`src/rtl/barrier_pkg.sv`:
```
package barrier_pkg;

   // Maps a requested participant total onto the legal range 1..n.
   function automatic int fit_total(input int raw, input int n);
      if (raw == 0 || raw > n) return n;
      return raw;
   endfunction

endpackage

```
`src/rtl/barrier_sense_slot.sv`:
```
module barrier_sense_slot (
   input  logic clk_i,
   input  logic rst_i,
   input  logic arrive_i,
   input  logic part_en_i,
   input  logic flag_i,
   output logic accept_o,
   output logic released_o
);
   logic sense_q;
   logic held;

   // An agent is held once the flag equals its freshly inverted sense.
   assign held       = part_en_i && (flag_i == sense_q);
   assign accept_o   = arrive_i && part_en_i && !held;
   assign released_o = !held;

   always_ff @(posedge clk_i) begin
      if (rst_i)         sense_q <= 1'b1;
      else if (accept_o) sense_q <= !sense_q;
   end

   assert_sense_flip_R4: assert property (@(posedge clk_i) disable iff (rst_i)
      accept_o |=> (sense_q != $past(sense_q)));

   assert_dup_ignored_R8: assert property (@(posedge clk_i) disable iff (rst_i)
      (arrive_i && held) |=> $stable(sense_q));

   assert_idle_agent_R3: assert property (@(posedge clk_i) disable iff (rst_i)
      !part_en_i |-> released_o);
endmodule

```
`src/rtl/barrier_arrival_counter.sv`:
```
module barrier_arrival_counter #(
   parameter int N_AGENTS = 4,
   localparam int CNT_W = $clog2(N_AGENTS + 1)
) (
   input  logic                clk_i,
   input  logic                rst_i,
   input  logic [CNT_W-1:0]    cfg_total_i,
   input  logic [N_AGENTS-1:0] accept_i,
   output logic                flag_o,
   output logic [N_AGENTS-1:0] part_mask_o
);
   logic [CNT_W-1:0] count_q;
   logic [CNT_W-1:0] total_q;
   logic             flag_q;
   logic [CNT_W:0]   psum [N_AGENTS+1];
   logic [CNT_W:0]   sum;
   logic             done;

   // Chain of partial sums so that simultaneous arrivals are all counted.
   assign psum[0] = '0;
   for (genvar i = 0; i < N_AGENTS; i++) begin : g_pop
      assign psum[i+1] = psum[i] + {{CNT_W{1'b0}}, accept_i[i]};
      assign part_mask_o[i] = (CNT_W'(i) < total_q);
   end

   assign sum  = {1'b0, count_q} + psum[N_AGENTS];
   assign done = (sum >= {1'b0, total_q});

   always_ff @(posedge clk_i) begin
      if (rst_i) begin
         count_q <= '0;
         flag_q  <= 1'b0;
         total_q <= CNT_W'(barrier_pkg::fit_total(int'(cfg_total_i), N_AGENTS));
      end else if (done) begin
         count_q <= '0;
         flag_q  <= !flag_q;
      end else begin
         count_q <= sum[CNT_W-1:0];
      end
   end

   assign flag_o = flag_q;

   assert_count_bound_R5: assert property (@(posedge clk_i) disable iff (rst_i)
      count_q < total_q);

   assert_flip_clears_R6: assert property (@(posedge clk_i) disable iff (rst_i)
      !$stable(flag_q) |-> (count_q == '0));
endmodule

```
`src/rtl/sense_barrier.sv`:
```
module sense_barrier #(
   parameter int N_AGENTS = 4,
   localparam int CNT_W = $clog2(N_AGENTS + 1)
) (
   input  logic                clk_i,
   input  logic                rst_i,
   input  logic [CNT_W-1:0]    cfg_total_i,
   input  logic [N_AGENTS-1:0] arrive_i,
   output logic [N_AGENTS-1:0] released_o
);
   if (N_AGENTS < 2) begin : g_bad_agents
      $error("sense_barrier needs at least two agents");
   end

   logic                flag;
   logic [N_AGENTS-1:0] part_mask;
   logic [N_AGENTS-1:0] accept;

   barrier_arrival_counter #(.N_AGENTS(N_AGENTS)) counter_i (
      .clk_i       (clk_i),
      .rst_i       (rst_i),
      .cfg_total_i (cfg_total_i),
      .accept_i    (accept),
      .flag_o      (flag),
      .part_mask_o (part_mask)
   );

   for (genvar i = 0; i < N_AGENTS; i++) begin : g_slot
      barrier_sense_slot slot_i (
         .clk_i      (clk_i),
         .rst_i      (rst_i),
         .arrive_i   (arrive_i[i]),
         .part_en_i  (part_mask[i]),
         .flag_i     (flag),
         .accept_o   (accept[i]),
         .released_o (released_o[i])
      );
   end

   assert_release_all_R6: assert property (@(posedge clk_i) disable iff (rst_i)
      !$stable(flag) |-> &(released_o | ~part_mask));

   assert_total_hold_R2: assert property (@(posedge clk_i) disable iff (rst_i)
      $stable(part_mask));
endmodule

```
`config.mk`:
```
export PLATFORM = sky130hd
export DESIGN_NAME = sense_barrier
export DESIGN_NICKNAME = d
export VERILOG_FILES = /design/src/rtl/barrier_pkg.sv /design/src/rtl/barrier_sense_slot.sv /design/src/rtl/barrier_arrival_counter.sv /design/src/rtl/sense_barrier.sv
export SDC_FILE = /design/constraint.sdc
export NUM_CORES = 1
export LEC_CHECK = 0
export BUFFER_PORTS_ARGS = -buffer_cell sky130_fd_sc_hd__clkbuf_2
export CAP_MARGIN = 20
export CORE_AREA = 4 4 41 43
export DETAILED_ROUTE_END_ITERATION = 6
export DIE_AREA = 0 0 45 47
export GPL_TIMING_DRIVEN = 0
export PLACE_DENSITY_LB_ADDON = 0.12
export SLEW_MARGIN = 5
export SYNTH_ARGS = -nofsm -noshare
export SYNTH_HDL_FRONTEND = slang
export SYNTH_HIERARCHICAL = 1
export SYNTH_SLANG_ARGS = --single-unit
```
`constraint.sdc`:
```
create_clock -name clk_i -period 5.1 [get_ports clk_i]
set_clock_uncertainty 0.05 [all_clocks]
set_input_delay 0.51 -clock clk_i [delete_from_list [all_inputs] [get_ports clk_i]]
set_output_delay 0.51 -clock clk_i [all_outputs]
set_load 0.005 [all_outputs]
```
# Yosys cells after proc, flatten, opt, wreduce, memory -nomap -nowiden

Cells that the tools add are included.

Logic and storage cells: 49
Flip-flop bits (word level): 11
Output and inout bits: 4
Bits of input ports: 9

Equality and inequality tests: 4
$lt $le $gt $ge: 6
Multiplexer cells: 4
Reductions and logical operators: 24
Add/sub/neg operators: 4

Operator list:

| operator                                                   | count |
|---|---|
| logical AND 1 bit                                          | 12 |
| logical NOT 1 bit                                          | 9 |
| adder 4 x 1 -> 4 bit                                       | 2 |
| less-than comparator 1 x 3 -> 1 bit (first input constant) | 2 |
| less-than comparator 2 x 3 -> 1 bit (first input constant) | 2 |
| two-way mux 3 bit                                          | 2 |
| adder 3 x 4 -> 4 bit                                       | 1 |
| equality test 1 bit                                        | 4 |
| >= comparator 4 x 3 -> 1 bit                               | 1 |
| greater-than comparator 3 bit (second input constant)      | 1 |
| logical NOT 3 bit                                          | 1 |
| adder 1 x 1 -> 2 bit                                       | 1 |
| two-way mux 1 bit                                          | 2 |
| OR reduction 2 bit                                         | 1 |
| logical OR 1 bit                                           | 1 |

# Depth between registers and ports, before layout

Gate-level depths: netlist (run 1).

Word-level depth: 10
Gate-level depth with buffers: 13
Mapped depth without buffers: 13

# By module

The synthesis (run 1) kept the hierarchy.

By module, submodules not included:

| module                  | times used | sequential area each (µm²) | cells each | area an instance (µm²) |
|---|---|---|---|---|
| barrier_arrival_counter | 1          | 170.2                      | 37         | 420.4 |
| barrier_sense_slot      | 4          | 20.0                       | 7          | 55.1 |

# Worst setup path before layout (run 1)

No wires, ideal clock.

Kind: reg2reg
Start: register counter_i.total_q[1]
End: register counter_i.flag_q, in the netlist counter_i/flag_o
Cell stages (with the launch flop): 13
Period minus slack after synthesis: 3.507 ns
Slack: 1.593 ns
Path buffers: 0
Data required time: 4.929 ns
Arrival time: 3.336 ns
Library setup time: 0.121 ns
Path through: edfxtp_1 > or3_1 > nand2_1 > nor2_1 > fa_1 > fa_1 > fa_1 > xor2_1 > ha_1 > o21ai_1 > a21oi_1 > a211o_1 > mux2_4

Cells in the longest elaborated chain, start to end: 9
Elaborated cells on any way between the ends: 25
Classes of those cells: add/sub: 4; order compare: 5; reduce/logical: 16

RTL lines:

| item                                    | RTL line                      | text |
|---|---|---|
| start, declared                         | barrier_arrival_counter.sv:13 | `logic [CNT_W-1:0] total_q;` |
| start signal, assigned                  | barrier_arrival_counter.sv:33 | `total_q <= CNT_W'(barrier_pkg::fit_total(int'(cfg_total_i), N_AGENTS));` |
| less-than comparator 1 x 3 -> 1 bit (*) | barrier_arrival_counter.sv:23 | `assign part_mask_o[i] = (CNT_W'(i) < total_q);` |
| named net part_mask[0]                  | sense_barrier.sv:16           | `logic [N_AGENTS-1:0] part_mask;` |
| logical AND 1 bit                       | barrier_sense_slot.sv:14      | `assign held = part_en_i && (flag_i == sense_q);` |
| logical NOT 1 bit                       | barrier_sense_slot.sv:15      | `assign accept_o = arrive_i && part_en_i && !held;` |
| logical AND 1 bit (*)                   | barrier_sense_slot.sv:15      |  |
| named net accept[0]                     | sense_barrier.sv:17           | `logic [N_AGENTS-1:0] accept;` |
| adder 1 x 1 -> 2 bit (*)                | barrier_arrival_counter.sv:22 | `assign psum[i+1] = psum[i] + {{CNT_W{1'b0}}, accept_i[i]};` |
| adder 4 x 1 -> 4 bit (*) (2 in series)  | barrier_arrival_counter.sv:22 |  |
| adder 3 x 4 -> 4 bit (*)                | barrier_arrival_counter.sv:26 | `assign sum = {1'b0, count_q} + psum[N_AGENTS];` |
| named net counter_i.sum[2]              | barrier_arrival_counter.sv:16 | `logic [CNT_W:0] sum;` |
| >= comparator 4 x 3 -> 1 bit (*)        | barrier_arrival_counter.sv:27 | `assign done = (sum >= {1'b0, total_q});` |
| end signal, assigned                    | barrier_arrival_counter.sv:36 | `flag_q <= !flag_q;` |
| end, declared                           | barrier_arrival_counter.sv:14 | `logic flag_q;` |

The timed path passes the listed nets; every way through them passes the cells marked *.
A chain may end at the register's enable or synchronous reset.

# Final worst setup path (run 1)

Same ends and word-level chain as after synthesis.

==> results of run 1 <==
[path summary, 6_finish.rpt]
| path | start | to | slack [ps] | cells after the start |
|---|---|---|---|---|
| setup / recovery | counter_i/total_q[1] | counter_i/flag_o | 1410 | 12 |
| hold / removal | g_slot[3].slot_i/sense_q | g_slot[3].slot_i/sense_q | 430 | 1 |
| hold reg to reg | g_slot[3].slot_i/sense_q | g_slot[3].slot_i/sense_q | 430 | 1 |
| setup reg to reg | counter_i/total_q[1] | counter_i/flag_o | 1410 | 12 |
[through the flow]
stage / cells / hold slack (ps)
floorplan: 65 / 407.4
global route: 96 / 459.4
finish: 96 / 434.3
detailed placement: 92 / 421.2
global placement: 92 / 419.7
CTS: 96 / 440.5
[layout make-up]
class | count | area (um^2) | area share
Inverter | 3 | 11.26 | 0.01508
Tap cell | 15 | 18.77 | 0.02513
Buffer | 1 | 7.507 | 0.01005
Clock buffer | 3 | 22.52 | 0.03015
Sequential cell | 11 | 250.2 | 0.3350
Timing Repair Buffer | 12 | 60.06 | 0.08040
Multi-Input combinational cell | 50 | 371.6 | 0.4975
Clock inverter | 1 | 5.005 | 0.006700
[power breakdown]
group	total, W	internal, W	switching [W]	leakage, nW
Combinational	0.000166	0.0000854	0.0000802	0.274
Clock	0.0000599	0.0000290	0.0000308	0.0177
Sequential	0.000124	0.000107	0.0000170	0.0953
Total	0.000350	0.000221	0.000128	0.387
[cell usage in the layout, fill, tap and decap left out, types with 2 or more instances in the layout]
cell type	n
clkbuf_2	12
nand2_1	11
dfxtp_1	8
nor2_1	6
a211o_1	5
ha_1	4
xnor2_1	4
and3_1	4
clkbuf_4	3
inv_1	3
nor2b_1	3
fa_1	3
edfxtp_1	3
nor3b_1	2
[flip-flops by register name, indices dropped and copies added (netlist names)]
signal	cells
g_slot.slot_i/sense_q	4
counter_i/count_q	3
counter_i/total_q	3
counter_i/flag_o	1
[metal layers]
layer | vias up | track usage
met3 | 2 | 0.03448
li1 | 257 | -
met5 | - | 0
met2 | 13 | 0.2090
met4 | 0 | 0.08772
met1 | 232 | 0.1671
[kinds of logic after synthesis]
kind of cell	after synthesis	share of synthesized area
flip-flops	11	0.3906
AND/OR/NAND/NOR	28	0.2090
XOR/XNOR	5	0.06836
adder cells (fa/ha/maj)	7	0.1719
AO/OA/AOI/OAI	9	0.1074
multiplexers	1	0.02343
buffers and inverters	4	0.02930
[critical path, cell delays in order (launching register included)]
cell	delay [ps]
edfxtp_1	410
or3_1	430
nand2_1	110
nor2_1	70
fa_1	490
fa_1	420
fa_1	390
xor2_1	200
ha_1	260
o21ai_1	70
a21oi_1	50
a211o_1	330
mux2_4	310
==> reports/qor.yml, run 1 <==
run_status:
  status: "finished clean"
cts:
  ctsHtreeMaxLevel: 1
  cts_tree: "yes"
  cts_hold_buf: 0
  cts_root_buffer: "clkbuf_4"
  clkSinkCount: 11
  clock_path_buffers: 2
  path_clk_slew_ps: 80
  post-cts-setup-buffers: 0
  cts_resized: 0
  insertion_delay_ps: 270
  cts_buffers: 3
placed_design:
  post-place-ws_ps: 1404
  io_buffers: 12
  place_congestion: 0.7235
  dpl_cell_area_um2: 719.4
  dp_hpwl_um: 873.9
drt:
  met3_length_um: 68
  vias_per_cell: 5.250
  remaining_drc_errors: 0
  ant_nets: 0
  m1WireLength_um: 498
  wl_um: 1078
  first_pass_iters: 4
  vias: 504
  top_layer_used: "met4"
  wl_met2_um: 500
  drt_iter0_markers: 12
  wl_per_cell_um: 11.23
setup_path:
  crit_type: "flop to flop"
  path_max_fanout: 4
  crit_required_ps: 5210
  worstSetupStartpointType: "flop"
  crit_arrival_ps: 3810
  setup.worst_path.end_class: "flop"
floorplanning:
  die_h_um: 47
  die_w_um: 45
  design.core.area_um2: 1301
  start_util: 0.4923
  num_rows: 13
  die-area_um2: 2115
  ioPinCount: 13
flow_run:
  maxCapViolations: 0
synth:
  synth.yosys.warnings: 6
  synth_cell_type_count: 21
  avgSynthCellArea_um2: 9.856
  ys_seq_area_frac: 0.3906
  yosys.area.top_type_share: 0.2500
  synth_edf_count: 3
  synthArstFlopShare: 0
  synth_area_um2: 640.6
  synth_most_common_cell: "nand2_1"
  synth_top_area_cell: "dfxtp_1"
  ys.flop_type: "dfxtp_1"
  synth_common_cells: "nand2_1, dfxtp_1, nor2_1"
  synth_nets: 81
  synth.area.top_cells: "dfxtp_1, edfxtp_1, fa_1"
  synth_cells: 65
  ys_ff_latch: 11
cells_and_area:
  final_area_um2: 747.0
  nFillCells: 124
  nets: 98
  fin_util: 0.5740
  layout-drive-gt1-share: 0.2222
  insertedDiodeCount: 0
  synthToLayoutAreaGrowth_pct: 16.60
global_routing:
  grt_max_degree: 13
  grt_usage: 0.1351
  grt_pass1_wl_um: 1945
  grt_pass1_vias: 480
  grt_overflow: 0
  antenna_found_initial: 0
timing:
  relSlewSlack: 0.7356
  post-route-period-util: 0.7245
  clock.fmax_mhz: 270.6
  setup_viol: 0
  slew_viol_final: 0
  fin_tns_setup_ps: 0
  worst_slack_ps: 1405
  worstMarginPinSlew_ps: 396.1
  hold_violations: 0
  rsz0062_at_grt: "false"
  min_period_ps: 3695
power_and_ir_drop:
  p_leak_nw: 0.3873
  total_power_w: 0.0003495
  power_density_nw_per_um2: 467.9
  ir_worst_vdd_v: 0.0002544
worst_hold_path:
  hold_path_class: "flop to flop"
No activity file was read; power rests on OpenSTA's default activity.
==> inputs of run 2 (changes only) <==
==> constraint.sdc (replaced) <==
create_clock -name clk_i -period 3.51 [get_ports clk_i]
set_clock_uncertainty 0.05 [all_clocks]
set_input_delay 0.351 -clock clk_i [delete_from_list [all_inputs] [get_ports clk_i]]
set_output_delay 0.351 -clock clk_i [all_outputs]
set_load 0.005 [all_outputs]
==> run 2 against run 1 <==
Effect of this change: the flow now finishes with violations (setup timing); critical endpoint unchanged; first-iteration DRC count shrank 58%; register-to-register slack lost 1400 ps; combinational power grew 100%; total power grew 74%.
==> reports/qor.yml, run 2 (synthesized netlist as in run 1, its figures left out) <==
worst_hold_path:
  holdPathEnd: "counter_i/total_q[0]"
  hold_path_class: "input pin to flop"
  min_from: "cfg_total_i[2]"
  whs_path_depth: 2
global_routing:
  grt_pass1_vias: 502
  grt_overflow: 0
  grt_busiest_layer: "met2"
  use_met1: 0.1690
  antenna_found_initial: 0
  grt_max_degree: 13
  grt_usage: 0.1414
  use_met2: 0.2458
  grt_pass1_wl_um: 2083
  grt.met3_usage: 0.02299
setup_path:
  setup.worst_path.end_class: "flop"
  critPathBufInv: 0
  crit_arrival_ps: 3650
  r2r-start: "counter_i/total_q[1]"
  crit_chain: "or3_4, nand2_4, nor2_2, fa_1, fa_2, fa_2, ha_4, o21ai_2, a21oi_2, a211o_1, mux2_4"
  crit_slowest_cell: "fa_2"
  crit_top_cell: "fa_2"
  cpLargestDelayFamily: "adder cells"
  ff2ff_setup_slack_ps: -20
  slowest_delay_ps: 570
  reg2reg_depth: 11
  r2r-end: "counter_i/flag_o"
  crit_required_ps: 3620
  worstSetupStartpointType: "flop"
  path_max_fanout: 3
  crit_type: "flop to flop"
drt:
  ant_nets: 0
  remaining_drc_errors: 0
  first_pass_iters: 3
  wl_per_cell_um: 12.75
  drt_iter0_markers: 5
  vias: 543
  wl_um: 1300
  vias_per_cell: 5.324
cts:
  clock_path_buffers: 2
  insertion_delay_ps: 270
  ctsHtreeMaxLevel: 1
  path_clk_slew_ps: 70
  cts_root_buffer: "clkbuf_4"
  clkSinkCount: 11
  cts_tree: "yes"
  cts_buffers: 3
timing:
  clock.fmax_mhz: 283.0
  relSlewSlack: 0.7456
  setup_viol: 1
  min_period_ps: 3534
  post-route-period-util: 1.007
  worstMarginPinSlew_ps: 381.1
  hold_violations: 0
  rsz0062_at_grt: "true"
  worst_slack_ps: -23.94
  whs_ps: 324.7
  slew_viol_final: 0
power_and_ir_drop:
  intPower_w: 0.0003820
  p_clk_frac: 0.144
  p_sw_frac: 0.3730
  ir_worst_vdd_v: 0.0003925
  seq_power_share: 0.297
  switching_power_w: 0.0002272
  p_comb_frac: 0.559
  p_leak_nw: 0.4198
  power_density_nw_per_um2: 720.2
run_status:
  status: "complete, but fails checks"
  violations: "setup timing"
flow_run:
  maxCapViolations: 0
cells_and_area:
  stdcell_count: 102
  final_common_cell: "clkbuf_2"
  top_regs: "g_slot.slot_i/sense_q x4, counter_i/count_q x3, counter_i/total_q x3"
  largest_register_ffs: 4
  layout-drive-gt1-share: 0.4023
  synthToLayoutAreaGrowth_pct: 32.03
  top_register: "g_slot.slot_i/sense_q"
  nets: 104
  final_cell_mix: "clkbuf_2, nand2_1, dfxtp_1"
  insertedDiodeCount: 0
placed_design:
  io_buffers: 12
  dp_hpwl_um: 873.9
  post-place-cells: 92
  place_congestion: 0.7235
floorplanning:
  num_rows: 13
  ioPinCount: 13
  die-area_um2: 2115
  die_w_um: 45
  start_util: 0.4923
  design.core.area_um2: 1301
  die_h_um: 47
run 2: changes by cell type in the layout (fill, tap and decap cells not counted), moves of 2 or more:
cell and change:
nor3b_2 +2, nor3b_1 -2, fa_1 -2, fa_2 +2, buf_4 +5
run 2: metrics by stage:
| step | util | setup TNS, ps | total power [W] | instance area (um^2) | worst slack (ps) |
|---|---|---|---|---|---|
| after CTS | 0.6240 | -2.818 | 0.0005672 | 812.0 | -2.818 |
| final | 0.6500 | -23.94 | 0.0006092 | 845.8 | -23.94 |
| after global routing | 0.6500 | -280.6 | 0.0006627 | 845.8 | -123.7 |
| after detailed placement | 0.5529 | -239.9 | 0.0004291 | 719.4 | -186.4 |
| after floorplan | - | 0 | 0.0003662 | 640.6 | 3.241 |
| after global placement | 0.5529 | -176.9 | 0.0004205 | 719.4 | -164.2 |
run 2: worst max path at each step:
stage                                    start                to  cells past startpoint
after floorplan           counter_i/total_q[1]  counter_i/flag_o                     12
after global placement    counter_i/total_q[1]  counter_i/flag_o                     12
after detailed placement  counter_i/total_q[1]  counter_i/flag_o                     12
after CTS                 counter_i/total_q[0]  counter_i/flag_o                     11
after global routing      counter_i/total_q[1]  counter_i/flag_o                     12
final                     counter_i/total_q[1]  counter_i/flag_o                     11
run 2: repair_timing:
action / 4_1_cts / 5_1_grt
pin swaps: 9 / 8
setup buffers: 5 / 1
gates resized for setup: 7 / 6
hold buffers: 0 / 0
setup endpoints to repair: 4 / 4
run 2: power by group through the flow:
stage / registers, W / logic (W) / clock network, W
after floorplan: 0.000178 / 0.000188 / 0
after global placement: 0.000182 / 0.000238 / 0
after detailed placement: 0.000184 / 0.000245 / 0
after CTS: 0.000181 / 0.000295 / 0.0000917
after global routing: 0.000185 / 0.000381 / 0.0000968
final: 0.000181 / 0.000340 / 0.0000876
run 2: layout make-up:
class	instances	area (um^2)
Tap cell	15	18.77
Clock buffer	3	22.52
Multi-Input combinational cell	50	421.7
Sequential cell	11	250.2
Inverter	3	11.26
Timing Repair Buffer	18	108.9
Buffer	1	7.507
Fill cell	118	455.4
Clock inverter	1	5.005
run 2: routing by layer:
metal | wire (um) | vias to the layer above
li1 | - | 268
met1 | 541 | 262
met2 | 682 | 11
met3 | 58 | 2
met4 | 17 | 0
met5 | 0 | -
